[config.mk]
export PLATFORM = sky130hd
export DESIGN_NAME = rgn_guard
export DESIGN_NICKNAME = d
export VERILOG_FILES = /design/src/rtl/rgn_guard_pkg.sv /design/src/rtl/rgn_cfg_bank.sv /design/src/rtl/rgn_match_array.sv /design/src/rtl/rgn_prio.sv /design/src/rtl/rgn_guard.sv
export SDC_FILE = /design/constraint.sdc
export NUM_CORES = 2
export LEC_CHECK = 0
export CAP_MARGIN = 20
export CORE_ASPECT_RATIO = 1.25
export CORE_MARGIN = 5
export CORE_UTILIZATION = 58
export DETAILED_ROUTE_END_ITERATION = 6
export PLACE_DENSITY = 0.78
export SLEW_MARGIN = 40
export SYNTH_ARGS = -nofsm -noshare
export SYNTH_HDL_FRONTEND = slang
export SYNTH_HIERARCHICAL = 1
export SYNTH_SLANG_ARGS = --single-unit
export TNS_END_PERCENT = 30
[constraint.sdc]
create_clock -name clk -period 6 [get_ports clk]
set_clock_uncertainty 0.15 [all_clocks]
set_input_delay 1.2 -clock clk [delete_from_list [all_inputs] [get_ports clk]]
set_output_delay 1.2 -clock clk [all_outputs]
set_load 0.03 [all_outputs]
[src/rtl/rgn_guard_pkg.sv]
package rgn_guard_pkg;

  localparam int unsigned SZ_W  = 5;
  localparam int unsigned SRD_W = 8;
  localparam int unsigned AP_W  = 3;

  typedef struct packed {
    logic             en;
    logic [SZ_W-1:0]  size;
    logic [SRD_W-1:0] srd;
    logic [AP_W-1:0]  ap;
    logic             xn;
  } rgn_cfg_t;

  function automatic logic ap_rd_ok(input logic [AP_W-1:0] ap, input logic priv);
    case (ap)
      3'd1, 3'd5:       return priv;
      3'd2, 3'd3,
      3'd6, 3'd7:       return 1'b1;
      default:          return 1'b0;
    endcase
  endfunction

  function automatic logic ap_wr_ok(input logic [AP_W-1:0] ap, input logic priv);
    case (ap)
      3'd1, 3'd2:       return priv;
      3'd3:             return 1'b1;
      default:          return 1'b0;
    endcase
  endfunction

endpackage

[src/rtl/rgn_cfg_bank.sv]
module rgn_cfg_bank
  import rgn_guard_pkg::*;
#(
  parameter int unsigned NREG   = 16,
  parameter int unsigned AW     = 32,
  parameter int unsigned ATTR_W = 6,
  localparam int unsigned IDXW  = (NREG > 1) ? $clog2(NREG) : 1
) (
  input  logic                          clk,
  input  logic                          rst_n,
  input  logic                          we,
  input  logic [IDXW-1:0]               idx,
  input  logic [AW-1:0]                 base,
  input  logic [SZ_W-1:0]               size,
  input  logic                          en,
  input  logic [SRD_W-1:0]              srd,
  input  logic [AP_W-1:0]               ap,
  input  logic                          xn,
  input  logic [ATTR_W-1:0]             attr,
  output logic [NREG-1:0][AW-1:0]       base_q,
  output rgn_cfg_t [NREG-1:0]           cfg_q,
  output logic [NREG-1:0][ATTR_W-1:0]   attr_q
);

  always_ff @(posedge clk or negedge rst_n) begin
    if (!rst_n) begin
      base_q <= '0;
      cfg_q  <= '0;
      attr_q <= '0;
    end else if (we) begin
      for (int r = 0; r < NREG; r++) begin
        if (idx == IDXW'(r)) begin
          base_q[r]      <= base;
          cfg_q[r].en    <= en;
          cfg_q[r].size  <= size;
          cfg_q[r].srd   <= srd;
          cfg_q[r].ap    <= ap;
          cfg_q[r].xn    <= xn;
          attr_q[r]      <= attr;
        end
      end
    end
  end

  for (genvar g = 0; g < NREG; g++) begin : g_chk
    AST_CFG_CAPTURE: assert property (@(posedge clk) disable iff (!rst_n)
      (we && idx == IDXW'(g)) |=> (base_q[g] == $past(base) && cfg_q[g].ap == $past(ap)
                                   && cfg_q[g].en == $past(en) && attr_q[g] == $past(attr)));
  end

endmodule

[src/rtl/rgn_match_array.sv]
module rgn_match_array
  import rgn_guard_pkg::*;
#(
  parameter int unsigned NREG = 16,
  parameter int unsigned AW   = 32
) (
  input  logic                     clk,
  input  logic                     rst_n,
  input  logic [AW-1:0]            addr,
  input  logic [NREG-1:0][AW-1:0]  base_q,
  input  rgn_cfg_t [NREG-1:0]      cfg_q,
  output logic [NREG-1:0]          hit_vec
);

  localparam logic [SZ_W-1:0] MIN_CODE   = SZ_W'(4);
  localparam logic [SZ_W-1:0] SLICE_CODE = SZ_W'(7);

  for (genvar g = 0; g < NREG; g++) begin : g_rgn
    logic [AW-1:0] keep;
    logic [2:0]    slice;
    logic          size_ok;
    logic          sliced;
    logic          in_win;
    logic          hit;

    always_comb begin
      for (int i = 0; i < AW; i++) begin
        keep[i] = (i > int'(cfg_q[g].size));
      end
      size_ok = cfg_q[g].size >= MIN_CODE;
      sliced  = cfg_q[g].size >= SLICE_CODE;
      slice   = 3'((addr >> (cfg_q[g].size - SZ_W'(2))) & AW'(7));
      in_win  = ((addr ^ base_q[g]) & keep) == '0;
      hit     = cfg_q[g].en && size_ok && in_win && !(sliced && cfg_q[g].srd[slice]);
    end

    assign hit_vec[g] = hit;

    AST_DEAD_RGN_NO_HIT: assert property (@(posedge clk) disable iff (!rst_n)
      (!cfg_q[g].en || cfg_q[g].size < MIN_CODE) |-> !hit_vec[g]);
  end

endmodule

[src/rtl/rgn_prio.sv]
module rgn_prio #(
  parameter int unsigned NREG = 16,
  localparam int unsigned IDXW = (NREG > 1) ? $clog2(NREG) : 1
) (
  input  logic [NREG-1:0]  hit_vec,
  output logic             any_hit,
  output logic [IDXW-1:0]  sel
);

  always_comb begin
    any_hit = 1'b0;
    sel     = '0;
    for (int i = 0; i < NREG; i++) begin
      if (hit_vec[i]) begin
        any_hit = 1'b1;
        sel     = IDXW'(i);
      end
    end
  end

endmodule

[src/rtl/rgn_guard.sv]
module rgn_guard
  import rgn_guard_pkg::*;
#(
  parameter int unsigned NREG   = 16,
  parameter int unsigned AW     = 32,
  parameter int unsigned ATTR_W = 6,
  localparam int unsigned IDXW  = (NREG > 1) ? $clog2(NREG) : 1
) (
  input  logic              clk,
  input  logic              rst_n,
  input  logic              ctl_on,
  input  logic              ctl_bg,
  input  logic              ctl_hnd,
  input  logic              cfg_we,
  input  logic [IDXW-1:0]   cfg_idx,
  input  logic [AW-1:0]     cfg_base,
  input  logic [SZ_W-1:0]   cfg_size,
  input  logic              cfg_en,
  input  logic [SRD_W-1:0]  cfg_srd,
  input  logic [AP_W-1:0]   cfg_ap,
  input  logic              cfg_xn,
  input  logic [ATTR_W-1:0] cfg_attr,
  input  logic              req_valid,
  output logic              req_ready,
  input  logic [AW-1:0]     req_addr,
  input  logic              req_priv,
  input  logic              req_write,
  input  logic              req_fetch,
  input  logic              req_hctx,
  output logic              rsp_valid,
  input  logic              rsp_ready,
  output logic              rsp_allow,
  output logic              rsp_hit,
  output logic [IDXW-1:0]   rsp_region,
  output logic [ATTR_W-1:0] rsp_attr
);

  logic [NREG-1:0][AW-1:0]     base_q;
  rgn_cfg_t [NREG-1:0]         cfg_q;
  logic [NREG-1:0][ATTR_W-1:0] attr_q;
  logic [NREG-1:0]             hit_vec;
  logic                        any_hit;
  logic [IDXW-1:0]             sel;

  rgn_cfg_bank #(.NREG(NREG), .AW(AW), .ATTR_W(ATTR_W)) u_bank (
    .clk(clk), .rst_n(rst_n), .we(cfg_we), .idx(cfg_idx), .base(cfg_base),
    .size(cfg_size), .en(cfg_en), .srd(cfg_srd), .ap(cfg_ap), .xn(cfg_xn),
    .attr(cfg_attr), .base_q(base_q), .cfg_q(cfg_q), .attr_q(attr_q)
  );

  rgn_match_array #(.NREG(NREG), .AW(AW)) u_match (
    .clk(clk), .rst_n(rst_n), .addr(req_addr), .base_q(base_q),
    .cfg_q(cfg_q), .hit_vec(hit_vec)
  );

  rgn_prio #(.NREG(NREG)) u_prio (
    .hit_vec(hit_vec), .any_hit(any_hit), .sel(sel)
  );

  logic              bypass;
  logic              fire;
  logic              dec_allow;
  logic              dec_hit;
  logic [IDXW-1:0]   dec_region;
  logic [ATTR_W-1:0] dec_attr;
  rgn_cfg_t          win;

  assign bypass    = !ctl_on || (req_hctx && !ctl_hnd);
  assign req_ready = !rsp_valid || rsp_ready;
  assign fire      = req_valid && req_ready;
  assign win       = cfg_q[sel];

  always_comb begin
    dec_allow  = 1'b1;
    dec_hit    = 1'b0;
    dec_region = '0;
    dec_attr   = '0;
    if (!bypass) begin
      if (any_hit) begin
        dec_hit    = 1'b1;
        dec_region = sel;
        dec_attr   = attr_q[sel];
        if (req_fetch)      dec_allow = !win.xn && ap_rd_ok(win.ap, req_priv);
        else if (req_write) dec_allow = ap_wr_ok(win.ap, req_priv);
        else                dec_allow = ap_rd_ok(win.ap, req_priv);
      end else begin
        dec_allow = req_priv && ctl_bg;
      end
    end
  end

  always_ff @(posedge clk or negedge rst_n) begin
    if (!rst_n) begin
      rsp_valid  <= 1'b0;
      rsp_allow  <= 1'b0;
      rsp_hit    <= 1'b0;
      rsp_region <= '0;
      rsp_attr   <= '0;
    end else if (fire) begin
      rsp_valid  <= 1'b1;
      rsp_allow  <= dec_allow;
      rsp_hit    <= dec_hit;
      rsp_region <= dec_region;
      rsp_attr   <= dec_attr;
    end else if (rsp_ready) begin
      rsp_valid  <= 1'b0;
    end
  end

  AST_OFF_PASSES: assert property (@(posedge clk) disable iff (!rst_n)
    (fire && !ctl_on) |=> (rsp_valid && rsp_allow && !rsp_hit));
  AST_HCTX_BYPASS: assert property (@(posedge clk) disable iff (!rst_n)
    (fire && ctl_on && req_hctx && !ctl_hnd) |=> (rsp_allow && !rsp_hit));
  AST_USER_MISS_FAULT: assert property (@(posedge clk) disable iff (!rst_n)
    (fire && !bypass && !req_priv && hit_vec == '0) |=> !rsp_allow);
  AST_XN_FETCH_FAULT: assert property (@(posedge clk) disable iff (!rst_n)
    (fire && !bypass && any_hit && req_fetch && cfg_q[sel].xn) |=> !rsp_allow);
  AST_RSP_NEXT: assert property (@(posedge clk) disable iff (!rst_n)
    fire |=> rsp_valid);
  AST_STALL_HOLD: assert property (@(posedge clk) disable iff (!rst_n)
    (rsp_valid && !rsp_ready) |=> (rsp_valid && $stable(rsp_allow) && $stable(rsp_hit)
                                   && $stable(rsp_region) && $stable(rsp_attr)));
  AST_MISS_ZERO_TAG: assert property (@(posedge clk) disable iff (!rst_n)
    (rsp_valid && !rsp_hit) |-> (rsp_region == '0 && rsp_attr == '0));

endmodule

; ---- Word level (Yosys, flattened, before mapping)
; Cells that the tools add are included.
[classes]
n_addsub = 16
n_reduce_logical = 127
n_eq_ne = 21
order_cmp = 545
bitwise_logic = 32
shift = 16
n_mux = 84
[op_table]
columns = operator, n
row1 = $gt 5x5->1 const A, 256
row2 = $gt 4x5->1 const A, 128
row3 = $and 32x32->32, 16
row4 = $logic_not 32->1, 16
row5 = $shr 32x5->3, 16
row6 = $xor 32x32->32, 16
row7 = $gt 3x5->1 const A, 64
row8 = $ge 5x3->1 const B, 32
row9 = $gt 2x5->1 const A, 32
row10 = $gt 1x5->1 const A, 16
row11 = $sub 5x2->5 const B, 16
row12 = $bmux 18 s4, 1
row13 = $logic_and 1x1->1, 68
row14 = $lt 3x4->1 const B, 16
row15 = $bmux 1 s3, 16
row16 = $mux 1, 44
row17 = $mux 4, 11
row18 = $eq 4x4->1 const B, 8
row19 = $reduce_and 2->1, 16
row20 = $bmux 6 s4, 1
row21 = $logic_not 1->1, 20
row22 = $mux 6, 3
row23 = $eq 4x3->1 const B, 4
row24 = $mux 3, 4
row25 = 13 further kinds, 21
[word_totals]
out_inout_bits = 14
register_bits = 909
inputBits = 104

; ---- Logic depth before layout (Yosys ltp)
[depth]
ltp_word = 34
depth_mapped = 26

; ---- Hierarchy
; The synthesis kept the hierarchy.
[by_module_without_submodules]
columns = module, cells_each, n_inst, area_per_inst_um2
row1 = rgn_cfg_bank, 1968, 1, 33877.5
row2 = rgn_match_array, 3248, 1, 26914.6
row3 = rgn_guard, 129, 1, 1819.2
row4 = rgn_prio, 29, 1, 161.4

; ---- Worst setup path after synthesis
; OpenSTA, ideal clock, no wires.
[synth_timing]
path_kind = register to register
start = register, netlist name u_bank/cfg_q[31]
end = register rsp_attr[2]
n_path_buf = 8
synth_period_minus_slack_ns = 6.207
setup_ns = 0.121
setup_slack_ns = -0.207
arrival_time_ns = 5.936
t_required_ns = 5.729
stages_incl_launch_ff = 24
cell_sequence = dfrtp_1 > buf_2 > buf_1 > clkbuf_1 > inv_1 > ha_1 > buf_1 > mux4_2 > mux4_2 > mux2i_1 > mux4_2 > nand3b_1 > and3_1 > buf_4 > nand2b_1 > a221o_1 > a31oi_1 > buf_6 > buf_12 > buf_2 > mux4_2 > a211oi_1 > a21oi_1 > a22o_1
[synth_via]
elab_chain_len = 26
word_cells_on_any_way = 78
[synth_lines]
columns = item, line_no
row1 = $sub 5x2->5, rgn_match_array.sv:32  ; slice = 3'((addr >> (cfg_q[g].size - SZ_W'(2))) & AW'(7));
row2 = $shr 32x5->3, rgn_match_array.sv:32
row3 = $bmux 1 s3, rgn_match_array.sv:34  ; hit = cfg_q[g].en && size_ok && in_win && !(sliced && cfg_q[g].srd[slice]);
row4 = $mux 1 (implied by the code), rgn_match_array.sv:34
row5 = $logic_and 1x1->1, rgn_match_array.sv:34
row6 = $logic_not 1->1, rgn_match_array.sv:34
row7 = $logic_and 1x1->1 *, rgn_match_array.sv:34
row8 = named net u_match.g_rgn[1].hit, rgn_match_array.sv:24  ; logic hit;
row9 = $mux 1 *, rgn_prio.sv:14  ; if (hit_vec[i]) begin
row10 = $mux 2 * (2 in a row), rgn_prio.sv:14
row11 = $mux 3 * (4 in a row), rgn_prio.sv:14
row12 = $mux 4 * (8 in a row), rgn_prio.sv:14
row13 = named net sel[0], rgn_guard.sv:43  ; logic [IDXW-1:0] sel;
row14 = $bmux 6 s4 *, rgn_guard.sv:82  ; dec_attr = attr_q[sel];
row15 = $mux 6 (implied by the code) *, rgn_guard.sv:82
row16 = $mux 6 *, rgn_guard.sv:79  ; if (any_hit) begin
row17 = $mux 6 *, rgn_guard.sv:78  ; if (!bypass) begin
row18 = "end signal, assigned", rgn_guard.sv:104  ; rsp_attr <= dec_attr;
row19 = "end, declared", rgn_guard.sv:35  ; output logic [ATTR_W-1:0] rsp_attr
; Mark *: on every way through the listed nets, which the timed path passes. The rest lies on a longest branch. The select of a mux whose other input is x is not followed.
; A chain may end at the register's enable or synchronous reset.

; ---- Worst setup path after layout
[layout_timing]
start = input port req_addr[7]
end = register rsp_allow
[layout_via]
word_cells_on_any_way = 213
[layout_lines]
columns = item, line_no
row1 = "start, declared", rgn_guard.sv:25  ; input logic [AW-1:0] req_addr,
row2 = $shr 32x5->3, rgn_match_array.sv:32
row3 = $bmux 1 s3, rgn_match_array.sv:34
row4 = $mux 1 (implied by the code), rgn_match_array.sv:34
row5 = $logic_and 1x1->1, rgn_match_array.sv:34
row6 = $logic_not 1->1, rgn_match_array.sv:34
row7 = $logic_and 1x1->1 *, rgn_match_array.sv:34
row8 = named net hit_vec[13], rgn_guard.sv:41  ; logic [NREG-1:0] hit_vec;
row9 = $mux 4 * (3 in a row), rgn_prio.sv:14
row10 = named net sel[0], rgn_guard.sv:43
row11 = [4 not listed], n/a
row12 = $pmux 1 s2, rgn_guard_pkg.sv:16  ; case (ap)
row13 = $mux 1, rgn_guard.sv:83  ; if (req_fetch) dec_allow = !win.xn && ap_rd_ok(win.ap, req_priv);
row14 = $mux 1, rgn_guard.sv:79
row15 = $mux 1, rgn_guard.sv:78
row16 = $logic_and 1x1->1, rgn_guard.sv:83
row17 = $mux 1 *, rgn_guard.sv:83
row18 = $mux 1 *, rgn_guard.sv:79
row19 = $mux 1 *, rgn_guard.sv:78
row20 = "end signal, assigned", rgn_guard.sv:101  ; rsp_allow <= dec_allow;
row21 = "end, declared", rgn_guard.sv:32  ; output logic rsp_allow,
; Marked as above.

==> qor.yml <==
placement:
  gp_congestion: 0.988
  portBuffers: 116
  place_ws_ps: -673
  dp_cells: 6964
  place_hpwl_um: 150000
  post_dp_cell_area_um2: 68000
global_route:
  grtUsageTotal_pct: 39.6
  grt_overflow: 0
  grt_pass1_wl_um: 333000
  grt_pass1_vias: 50674
  grt_max_degree: 159
  antenna_found_initial: 27
clock_network:
  clk_latency_ps: 760
  cts_root_buf: "clkbuf_16"
  ctsHoldBuffers: 0
  post_cts_buffers: 0
  clk_pin_slew_ps: 60
  cts_tree: "yes"
  numCtsBuffers: 91
  clock_sinks: 884
  cts_htree_levels: 3
  cts_max_path_buffers: 3
sta:
  min_period_ps: 5920
  worstMarginPinSlew_ps: 985
  hold_ws_ps: 167
  finalCritPeriodShare_pct: 98.7
  slew_viol_final: 0
  fin_ws_ps: 79.5
  setup_viol: 0
  hold_viol: 0
  slew_headroom_pct: 34.3
  fmax_mhz: 169
  rsz0062_at_grt: "false"
setup_path:
  cp_max_fo: 11
  start_kind: "input pin"
  r2r_slack_ps: 170
  r2r_end: "rsp_allow"
  worstPathRequired_ps: 6480
  crit_path_start: "req_addr[7]"
  endpoint_kind: "register"
  arrival_ps: 6400
  criticalPathCategory: "input pin to register"
  reg2reg_from: "u_bank/cfg_q[248]"
  r2r_cells: 21
floorplanning:
  die_area_um2: 113000
  ios: 118
  die_h_um: 375
  rows: 134
  die_width_um: 302
  design.core.area_um2: 106000
  start_util_pct: 58.2
synth:
  yosysWarnings: 6
  netlist_area_um2: 61800
  syn_inst: 5323
  syn-num-nets: 5521
  synth_area_per_cell_um2: 11.6
status:
  outcome: "completed"
final_layout:
  finalInstanceArea_um2: 71400
  drive_above_1_share_pct: 38.5
  layout.nets: 5831
  instances_no_fill: 7160
  fillers: 7852
  areaGrowthSynthToFinish_pct: 15.4
power:
  p_leak_nw: 30.2
  power.total_w: 0.0264
  ir_drop_v: 0.000310
  powerDensity_nw_per_um2: 370
worst_hold_path:
  worstHoldPathType: "input pin to async pin"
drt:
  postRouteWirelength_um: 229000
  drc_errors: 0
  wl_per_cell_um: 32.0
  vias: 50691
  antenna_left: 0
  drt-initial-drc-count: 6998
  first_pass_iters: 6
  vias_per_cell: 7.08
flow_run:
  drv_cap: 0
==> worst max-delay path, cell delays in order <==
cell	delay (ps)
buf_2	480
buf_4	280
mux4_2	260
mux2i_1	80
a2111oi_2	460
a311oi_2	60
buf_4	190
mux2i_1	200
mux2i_1	130
mux2_2	340
a211oi_2	300
buf_4	190
nor2b_2	200
a311oi_2	80
a31oi_4	200
buf_12	170
buf_12	150
mux4_2	490
mux2_2	310
a211oi_1	290
o21ai_1	110
and3_1	180
==> layout by cell type, fill, tap and decap left out, drive strengths merged, types with 61 or more instances in the layout <==
master         count
a31oi             61
xor2             266
a21oi            258
nor2             121
dfrtp            884
o21ai            228
clkbuf           120
ha                94
clkdlybuf4s50     75
mux2             914
nand2            257
mux4             382
mux2i            215
nand3             66
xnor2            261
inv               80
nor3              75
buf              725
==> state kept, by name (all words and copies together) (netlist names) <==
register	cells
u_bank/cfg_q	288
rsp_region	4
rsp_attr	6
u_bank/attr_q	96
rsp_allow	1
u_bank/base_q	487
rsp_hit	1
rsp_valid	1
==> cell type report <==
type	count	area (um2)	area share (%)
sequential	884	22100	31.0
tap	1428	1790	2.50
inverter	76	289	0.405
antenna	25	62.6	0.0876
timing repair buffer	801	7050	9.88
clock inverter	48	538	0.754
multi-input combinational	3779	37000	51.8
clock buffer	119	2550	3.58
==> stage by stage <==
stage | util (%) | TNS (ps)
6_report | 67.2 | 0
3_3_place_gp | 63.9 | -2600
3_5_place_dp | 64.0 | -4330
4_1_cts | 66.9 | 0
5_1_grt | 67.1 | 0
2_1_floorplan | - | -14.9
==> worst max-delay path by stage <==
stage / endpoint / slack (ps) / depth (start not counted)
after floorplan: rsp_attr[0] / -10 / 20
after global placement: rsp_allow / -420 / 22
after detailed placement: rsp_allow / -670 / 22
after CTS: rsp_allow / 30 / 23
after global routing: rsp_allow / 20 / 22
final: rsp_allow / 80 / 22
==> layer usage <==
layer | wire length [um] | vias to the layer above | track usage (%)
li1 | - | 20268 | -
met1 | 79700 | 25438 | 50.5
met2 | 98700 | 3869 | 57.6
met3 | 30500 | 1108 | 12.3
met4 | 20100 | 8 | 27.8
met5 | 61 | - | 0
==> report_power, final <==
part	internal [W]	total [W]	switching, W	leakage [nW]
logic	0.00598	0.0121	0.00611	17.8
clock network	0.00319	0.00588	0.00269	1.49
registers	0.00733	0.00841	0.00108	10.8
==> repair_timing <==
action | in CTS | in global routing
setup endpoints to repair | 7 | 7
pin swaps | 0 | 1
gates cloned | 0 | 1
gates resized for setup | 1 | 19
(Power assumes the default switching activity.)
